**config.mk**
```make
export PLATFORM = sky130hd
export DESIGN_NAME = objhash_lookup
export DESIGN_NICKNAME = d
export VERILOG_FILES = /design/src/rtl/objhash_pkg.sv /design/src/rtl/objhash_fold.sv /design/src/rtl/objhash_ctx_decode.sv /design/src/rtl/objhash_lookup.sv
export SDC_FILE = /design/constraint.sdc
export NUM_CORES = 1
export LEC_CHECK = 0
export ABC_AREA = 0
export BUFFER_PORTS_ARGS = -buffer_cell sky130_fd_sc_hd__buf_2
export CAP_MARGIN = 20
export CORE_MARGIN = 5
export CORE_UTILIZATION = 45
export CTS_CLUSTER_SIZE = 24
export DETAILED_ROUTE_END_ITERATION = 6
export HOLD_SLACK_MARGIN = 0.1
export PLACE_DENSITY = 0.68
export SYNTH_ARGS = -nofsm -noshare
export SYNTH_HDL_FRONTEND = slang
export SYNTH_SLANG_ARGS = --single-unit
```
**constraint.sdc**
```tcl
create_clock -name clk -period 4.1 [get_ports clk]
set_clock_uncertainty 0.05 [all_clocks]
set_input_delay 0.41 -clock clk [delete_from_list [all_inputs] [get_ports clk]]
set_output_delay 0.41 -clock clk [all_outputs]
set_load 0.02 [all_outputs]
```
**src/rtl/objhash_pkg.sv**
```systemverilog
package objhash_pkg;

   typedef enum logic [1:0] {
      ST_IDLE   = 2'd0,
      ST_FOLD   = 2'd1,
      ST_RD_HDL = 2'd2,
      ST_RD_CTX = 2'd3
   } lk_state_e;

   // widest hash a size code range and channel width can produce
   function automatic int hash_width(input int log2_min, input int size_w, input int chan_w);
      int bw_max;
      bw_max = log2_min + (1 << size_w) - 2;
      return (chan_w > 4) ? (bw_max - 4 + chan_w) : bw_max;
   endfunction

endpackage

```
**src/rtl/objhash_fold.sv**
```systemverilog
module objhash_fold #(
   parameter int HANDLE_W   = 32,
   parameter int CHAN_W     = 5,
   parameter int SIZE_W     = 2,
   parameter int LOG2_MIN   = 12,
   parameter int ENTRY_LOG2 = 3,
   parameter int HASH_W     = 15
) (
   input  logic                clk,
   input  logic                rst_n,
   input  logic                load_i,
   input  logic                step_i,
   input  logic [HANDLE_W-1:0] handle_i,
   input  logic [CHAN_W-1:0]   chan_i,
   input  logic [SIZE_W-1:0]   size_i,
   output logic                rem_zero_o,
   output logic [HASH_W-1:0]   hash_o,
   output logic                in_range_o
);

   localparam int NSZ    = 1 << SIZE_W;
   localparam int BW_MAX = LOG2_MIN + NSZ - 2;

   if (LOG2_MIN < 5) begin : g_bad_min
      $error("objhash_fold: LOG2_MIN must be at least 5");
   end
   if (BW_MAX >= HANDLE_W) begin : g_bad_handle
      $error("objhash_fold: widest chunk must be narrower than the handle");
   end
   if (LOG2_MIN <= ENTRY_LOG2) begin : g_bad_entry
      $error("objhash_fold: table must hold more than one entry");
   end
   if (HASH_W < BW_MAX) begin : g_bad_hash
      $error("objhash_fold: HASH_W too small");
   end

   logic [HANDLE_W-1:0] rem_q;
   logic [HASH_W-1:0]   acc_q;
   logic [CHAN_W-1:0]   chan_q;
   logic [SIZE_W-1:0]   size_q;

   logic [HASH_W-1:0]   chunk_v [NSZ];
   logic [HANDLE_W-1:0] rem_nxt_v [NSZ];
   logic [HASH_W-1:0]   final_v [NSZ];
   logic                fit_v [NSZ];

   // one lane per size code: chunk width, channel position and range limit
   for (genvar g = 0; g < NSZ; g++) begin : g_lane
      localparam int BW = LOG2_MIN + g - 1;
      logic [HASH_W-1:0] chan_term;
      assign chunk_v[g]   = HASH_W'(rem_q[BW-1:0]);
      assign rem_nxt_v[g] = rem_q >> BW;
      assign chan_term    = HASH_W'(chan_q) << (BW - 4);
      assign final_v[g]   = acc_q ^ chan_term;
      assign fit_v[g]     = (final_v[g] >> (LOG2_MIN + g - ENTRY_LOG2)) == '0;
   end

   assign rem_zero_o = (rem_q == '0);
   assign hash_o     = final_v[size_q];
   assign in_range_o = fit_v[size_q];

   always_ff @(posedge clk or negedge rst_n) begin
      if (!rst_n) begin
         rem_q  <= '0;
         acc_q  <= '0;
         chan_q <= '0;
         size_q <= '0;
      end else if (load_i) begin
         rem_q  <= handle_i;
         acc_q  <= '0;
         chan_q <= chan_i;
         size_q <= size_i;
      end else if (step_i && !rem_zero_o) begin
         rem_q  <= rem_nxt_v[size_q];
         acc_q  <= acc_q ^ chunk_v[size_q];
      end
   end

endmodule

```
**src/rtl/objhash_ctx_decode.sv**
```systemverilog
module objhash_ctx_decode #(
   parameter int DATA_W     = 32,
   parameter int INST_W     = 16,
   parameter int INST_SHIFT = 4,
   parameter int ENG_LSB    = 16,
   parameter int ENG_W      = 2,
   parameter int CHAN_LSB   = 24,
   parameter int CHAN_W     = 5,
   parameter int VALID_BIT  = 31
) (
   input  logic [DATA_W-1:0]            ctx_i,
   output logic [INST_W+INST_SHIFT-1:0] inst_o,
   output logic [ENG_W-1:0]             eng_o,
   output logic [CHAN_W-1:0]            chan_o,
   output logic                         valid_o
);

   if (INST_W > DATA_W || ENG_LSB + ENG_W > DATA_W ||
       CHAN_LSB + CHAN_W > DATA_W || VALID_BIT >= DATA_W) begin : g_bad_field
      $error("objhash_ctx_decode: a context field lies outside the word");
   end

   if (INST_SHIFT == 0) begin : g_inst_plain
      assign inst_o = ctx_i[INST_W-1:0];
   end else begin : g_inst_scaled
      assign inst_o = {ctx_i[INST_W-1:0], {INST_SHIFT{1'b0}}};
   end

   assign eng_o   = ctx_i[ENG_LSB +: ENG_W];
   assign chan_o  = ctx_i[CHAN_LSB +: CHAN_W];
   assign valid_o = ctx_i[VALID_BIT];

   logic unused_ctx_bits;
   assign unused_ctx_bits = ^ctx_i;

endmodule

```
**src/rtl/objhash_lookup.sv**
```systemverilog
module objhash_lookup
   import objhash_pkg::*;
#(
   parameter int HANDLE_W   = 32,
   parameter int CHAN_W     = 5,
   parameter int SIZE_W     = 2,
   parameter int LOG2_MIN   = 12,
   parameter int ENTRY_LOG2 = 3,
   parameter int BASE_W     = 20,
   parameter int PAGE_LOG2  = 12,
   parameter int ADDR_W     = 32,
   parameter int DATA_W     = 32,
   parameter int INST_W     = 16,
   parameter int INST_SHIFT = 4,
   parameter int ENG_LSB    = 16,
   parameter int ENG_W      = 2,
   parameter int CHAN_LSB   = 24,
   parameter int VALID_BIT  = 31
) (
   input  logic                         clk,
   input  logic                         rst_n,
   input  logic                         start_i,
   input  logic [HANDLE_W-1:0]          handle_i,
   input  logic [CHAN_W-1:0]            chan_i,
   input  logic [SIZE_W-1:0]            size_i,
   input  logic [BASE_W-1:0]            base_i,
   output logic                         mem_req_o,
   output logic [ADDR_W-1:0]            mem_addr_o,
   input  logic                         mem_ready_i,
   input  logic [DATA_W-1:0]            mem_rdata_i,
   output logic                         done_o,
   output logic                         err_o,
   output logic [DATA_W-1:0]            ent_handle_o,
   output logic [INST_W+INST_SHIFT-1:0] ent_inst_o,
   output logic [ENG_W-1:0]             ent_engine_o,
   output logic [CHAN_W-1:0]            ent_chan_o,
   output logic                         ent_valid_o
);

   localparam int HASH_W     = hash_width(LOG2_MIN, SIZE_W, CHAN_W);
   localparam int INST_OUT_W = INST_W + INST_SHIFT;
   localparam int WORD_BYTES = DATA_W / 8;

   if (BASE_W + PAGE_LOG2 > ADDR_W) begin : g_bad_base
      $error("objhash_lookup: base field does not fit the address");
   end
   if (DATA_W % 8 != 0 || (2 * WORD_BYTES) != (1 << ENTRY_LOG2)) begin : g_bad_entry
      $error("objhash_lookup: an entry must be exactly two data words");
   end

   lk_state_e state_q;

   logic                  fold_load;
   logic                  fold_step;
   logic                  rem_zero;
   logic [HASH_W-1:0]     hash;
   logic                  in_range;

   logic [BASE_W-1:0]     base_q;
   logic [ADDR_W-1:0]     addr_q;
   logic [ADDR_W-1:0]     entry_addr;
   logic [DATA_W-1:0]     hdl_stage_q;

   logic [INST_OUT_W-1:0] dec_inst;
   logic [ENG_W-1:0]      dec_eng;
   logic [CHAN_W-1:0]     dec_chan;
   logic                  dec_valid;

   logic                  done_q;
   logic                  err_q;
   logic [DATA_W-1:0]     ent_handle_q;
   logic [INST_OUT_W-1:0] ent_inst_q;
   logic [ENG_W-1:0]      ent_eng_q;
   logic [CHAN_W-1:0]     ent_chan_q;
   logic                  ent_valid_q;

   assign fold_load = (state_q == ST_IDLE) && start_i;
   assign fold_step = (state_q == ST_FOLD);

   objhash_fold #(
      .HANDLE_W   (HANDLE_W),
      .CHAN_W     (CHAN_W),
      .SIZE_W     (SIZE_W),
      .LOG2_MIN   (LOG2_MIN),
      .ENTRY_LOG2 (ENTRY_LOG2),
      .HASH_W     (HASH_W)
   ) i_fold (
      .clk        (clk),
      .rst_n      (rst_n),
      .load_i     (fold_load),
      .step_i     (fold_step),
      .handle_i   (handle_i),
      .chan_i     (chan_i),
      .size_i     (size_i),
      .rem_zero_o (rem_zero),
      .hash_o     (hash),
      .in_range_o (in_range)
   );

   objhash_ctx_decode #(
      .DATA_W     (DATA_W),
      .INST_W     (INST_W),
      .INST_SHIFT (INST_SHIFT),
      .ENG_LSB    (ENG_LSB),
      .ENG_W      (ENG_W),
      .CHAN_LSB   (CHAN_LSB),
      .CHAN_W     (CHAN_W),
      .VALID_BIT  (VALID_BIT)
   ) i_decode (
      .ctx_i   (mem_rdata_i),
      .inst_o  (dec_inst),
      .eng_o   (dec_eng),
      .chan_o  (dec_chan),
      .valid_o (dec_valid)
   );

   assign entry_addr = ADDR_W'({base_q, {PAGE_LOG2{1'b0}}}) + (ADDR_W'(hash) << ENTRY_LOG2);

   assign mem_req_o  = (state_q == ST_RD_HDL) || (state_q == ST_RD_CTX);
   assign mem_addr_o = (state_q == ST_RD_CTX) ? (addr_q + ADDR_W'(WORD_BYTES)) : addr_q;

   always_ff @(posedge clk or negedge rst_n) begin
      if (!rst_n) begin
         state_q      <= ST_IDLE;
         base_q       <= '0;
         addr_q       <= '0;
         hdl_stage_q  <= '0;
         done_q       <= 1'b0;
         err_q        <= 1'b0;
         ent_handle_q <= '0;
         ent_inst_q   <= '0;
         ent_eng_q    <= '0;
         ent_chan_q   <= '0;
         ent_valid_q  <= 1'b0;
      end else begin
         done_q <= 1'b0;
         err_q  <= 1'b0;
         unique case (state_q)
            ST_IDLE: begin
               if (start_i) begin
                  base_q  <= base_i;
                  state_q <= ST_FOLD;
               end
            end
            ST_FOLD: begin
               if (rem_zero) begin
                  if (in_range) begin
                     addr_q  <= entry_addr;
                     state_q <= ST_RD_HDL;
                  end else begin
                     err_q   <= 1'b1;
                     state_q <= ST_IDLE;
                  end
               end
            end
            ST_RD_HDL: begin
               if (mem_ready_i) begin
                  hdl_stage_q <= mem_rdata_i;
                  state_q     <= ST_RD_CTX;
               end
            end
            ST_RD_CTX: begin
               if (mem_ready_i) begin
                  ent_handle_q <= hdl_stage_q;
                  ent_inst_q   <= dec_inst;
                  ent_eng_q    <= dec_eng;
                  ent_chan_q   <= dec_chan;
                  ent_valid_q  <= dec_valid;
                  done_q       <= 1'b1;
                  state_q      <= ST_IDLE;
               end
            end
            default: state_q <= ST_IDLE;
         endcase
      end
   end

   assign done_o       = done_q;
   assign err_o        = err_q;
   assign ent_handle_o = ent_handle_q;
   assign ent_inst_o   = ent_inst_q;
   assign ent_engine_o = ent_eng_q;
   assign ent_chan_o   = ent_chan_q;
   assign ent_valid_o  = ent_valid_q;

endmodule

```
==> impl_metrics.ini <==
[outcome]
status = finished clean

[clock_network]
cts.htree.levels = 4
cts_root_buf = clkbuf_16
clk_pin_slew_ns = 0.08
numCtsBuffers = 17
cts_tree = built
cts_max_path_buffers = 2
cts.sinks = 194
insertion_delay_ns = 0.43

[power_and_ir_drop]
p_leak_nw = 5.25
cellPowerDensity_nw_per_um2 = 721
peakVddDrop_mv = 0.304

[worst_setup_path]
critPathLaunchType = flop
critPathKind = flop to flop
arrival_ns = 3.45
cp_max_fo = 29
reg2reg_slack_ns = 0.90
crit_path_end_kind = flop
cp.required_ns = 4.35

[drt]
drc = 0
drt-total-wl_mm = 20.2
postRouteAntennaNets = 0
vias_per_cell = 5.06
vias = 6298
drt_iter0_drc = 338
drt_pass1_iterations = 4
wl_per_cell_um = 16.3

[grt]
grt_pass1_wl_mm = 32.7
grt_max_degree = 122
grtUsageTotal_pct = 18.0
first_global_vias = 6362
overflow = 0
antenna_found_initial = 0

[synthesis]
synth_mux_area_share_pct = 17.4
synth_most_common_cell = dfrtp_1
synth_top_cells_by_area = dfrtp_1 (54%), mux2_2 (11%), nand2_1 (7.7%)
ys_ff_latch = 194
synth-compound-area-share_pct = 6.05
synth-adder-area-share_pct = 1.06
synth_edf_count = 0
synth_ff_type = dfrtp_1
synth_cells = 806
ys_seq_area_share_pct = 54.0
synth_top_area_cell = dfrtp_1
synth_area_per_cell_um2 = 11.2
synth_simple_gate_area_share_pct = 13.3
async_flop_share_pct = 100
ys_top_cells_by_count = dfrtp_1 (194), nand2_1 (184), mux2_2 (91)
ys_warn_count = 0
synth_top_area_share_pct = 54.0
synth_top_family_by_area = multiplexers
yosys.area_share.xor_xnor_pct = 4.77
netlist_area_um2 = 8990
synth_cell_type_count = 48

[sta]
setup_viol = 0
rsz0062_at_grt = false
fin_ws_ns = 0.903
tns_ns = 0
clock.fmax_mhz = 313
worst_slew_pin_slew_ns = 0.987
period_share_pct = 78.0
relSlewSlack_pct = 34.2
finalHoldViolations = 0
min_period_ns = 3.20
report.final.slew_viol_count = 0

[floorplanning]
die_h_um = 151
die-width_um = 151
initial_utilization_pct = 45.9
die-area_um2 = 22900
coreArea_um2 = 19600
io_pins = 190
fp-row-count = 51

[placement]
dp_hpwl_mm = 14.4
preCtsSetupSlack_ns = 0.911
io_buffers = 183
gp_congestion = 0.833

[run]
cap_viol_max_count = 0

[layout]
antenna_cells = 0
drive_gt1_share_pct = 36.1
n_fill_cell = 1733
syn_to_final_growth_pct = 19.0
nets = 1069

[worst_hold_path]
hold_class = primary input to asynchronous set/reset pin
[state kept, by name, summed over array words and instances, names as in the netlist, 2 cells and up]
register,flops
addr_q,29
base_q,20
ent_chan_o,5
ent_engine_o,2
ent_handle_o,32
ent_inst_o,16
hdl_stage_q,32
i_fold.acc_q,14
i_fold.chan_q,5
i_fold.rem_q,32
i_fold.size_q,2
state_q,2
[final timing paths]
check	startpoint	to	depth (start not counted)
worst max register to register	i_fold.size_q[1]	addr_q[28]	13
max in group asynchronous	rst_n	i_fold.acc_q[12]	2
worst max-delay path	i_fold.size_q[1]	addr_q[28]	13
worst min register to register	addr_q[19]	addr_q[19]	2
worst min-delay path	rst_n	i_fold.rem_q[29]	1
min in group clk	base_i[6]	base_q[6]	3
[per-layer routing]
layer  wire length [µm]  share of wire, %  track usage, %  vias to the layer above
met5                  0                 0               0                        -
met4                227               1.1            5.03                        0
met3               1020               5.0            3.47                       14
met2              10000                50            29.6                      155
met1               8960                44            24.6                     3071
li1                   -                 -               -                     3058
[cells by family after synthesis]
| group | Yosys count |
|---|---|
| adders and majority gates | 7 |
| xor gates and xnor gates | 49 |
| other | 1 |
| muxes | 120 |
| DFF | 194 |
| AOI/OAI and AO/OA | 88 |
| and+or+nand+nor | 281 |
| buffers and inverters | 66 |
[power by group]
group	internal [mW]	switching, mW	total, mW
clock network	0.856	0.772	1.63
registers	2.58	0.593	3.17
logic	1.33	1.58	2.91
[worst max-delay path, stage by stage, from the launching register on]
cell     delay (ns)
dfrtp_1        0.51
buf_4          0.41
nor2b_4        0.08
a21oi_1        0.20
xnor2_1        0.14
ha_1           0.20
inv_1          0.07
fa_1           0.41
nor2b_1        0.18
o31a_1         0.22
o31ai_2        0.13
nor3_1         0.26
xnor2_1        0.14
o21ai_0        0.08
[cell type report]
| type | count | area [µm²] | share of cell area [%] |
|---|---|---|---|
| flip-flops and latches | 194 | 4850 | 45.4 |
| multi-input cells | 551 | 3870 | 36.2 |
| repair buffers | 196 | 1050 | 9.79 |
| clock buffers | 17 | 425 | 3.98 |
| well taps | 265 | 332 | 3.10 |
| clock inverters | 15 | 145 | 1.36 |
| inverters | 7 | 26.3 | 0.246 |
[metrics by stage]
stage / power [mW] / util [%] / std cells / cell area, µm² / hold slack, ns
after detailed placement: 6.16 / 51.5 / 1210 / 10100 / 0.423
after global routing: 8.26 / 54.6 / 1245 / 10700 / 0.101
after CTS: 7.81 / 54.5 / 1244 / 10700 / 0.101
after global placement: 6.06 / 51.5 / 1210 / 10100 / 0.415
final: 7.71 / 54.6 / 1245 / 10700 / 0.00598
after floorplan: 5.33 / - / 811 / 9010 / 0.0644
[cells in the final DEF, fill, tap and decap left out, drive strengths merged, types with 5 or more instances in the layout]
cell type,Yosys,routed
a21oi,8,8
a31oi,20,20
buf,35,193
clkbuf,24,18
conb,1,6
dfrtp,194,194
ha,6,6
inv,7,15
mux2,98,98
mux2i,5,5
mux4,17,17
nand2,184,184
nand3,12,12
nand4,5,5
nor2,44,44
nor2b,6,6
nor3,8,8
nor4,9,9
o21ai,41,41
xnor2,17,17
xor2,32,32
[repair_timing]
item | CTS | global route
hold endpoints to repair | 2 | 0
endpoints found under the setup margin | 0 | 0
resized for setup | 0 | 0
setup buffers | 0 | 0
hold buffers | 2 | 0
Note: power is estimated with default switching activity, not from simulation.
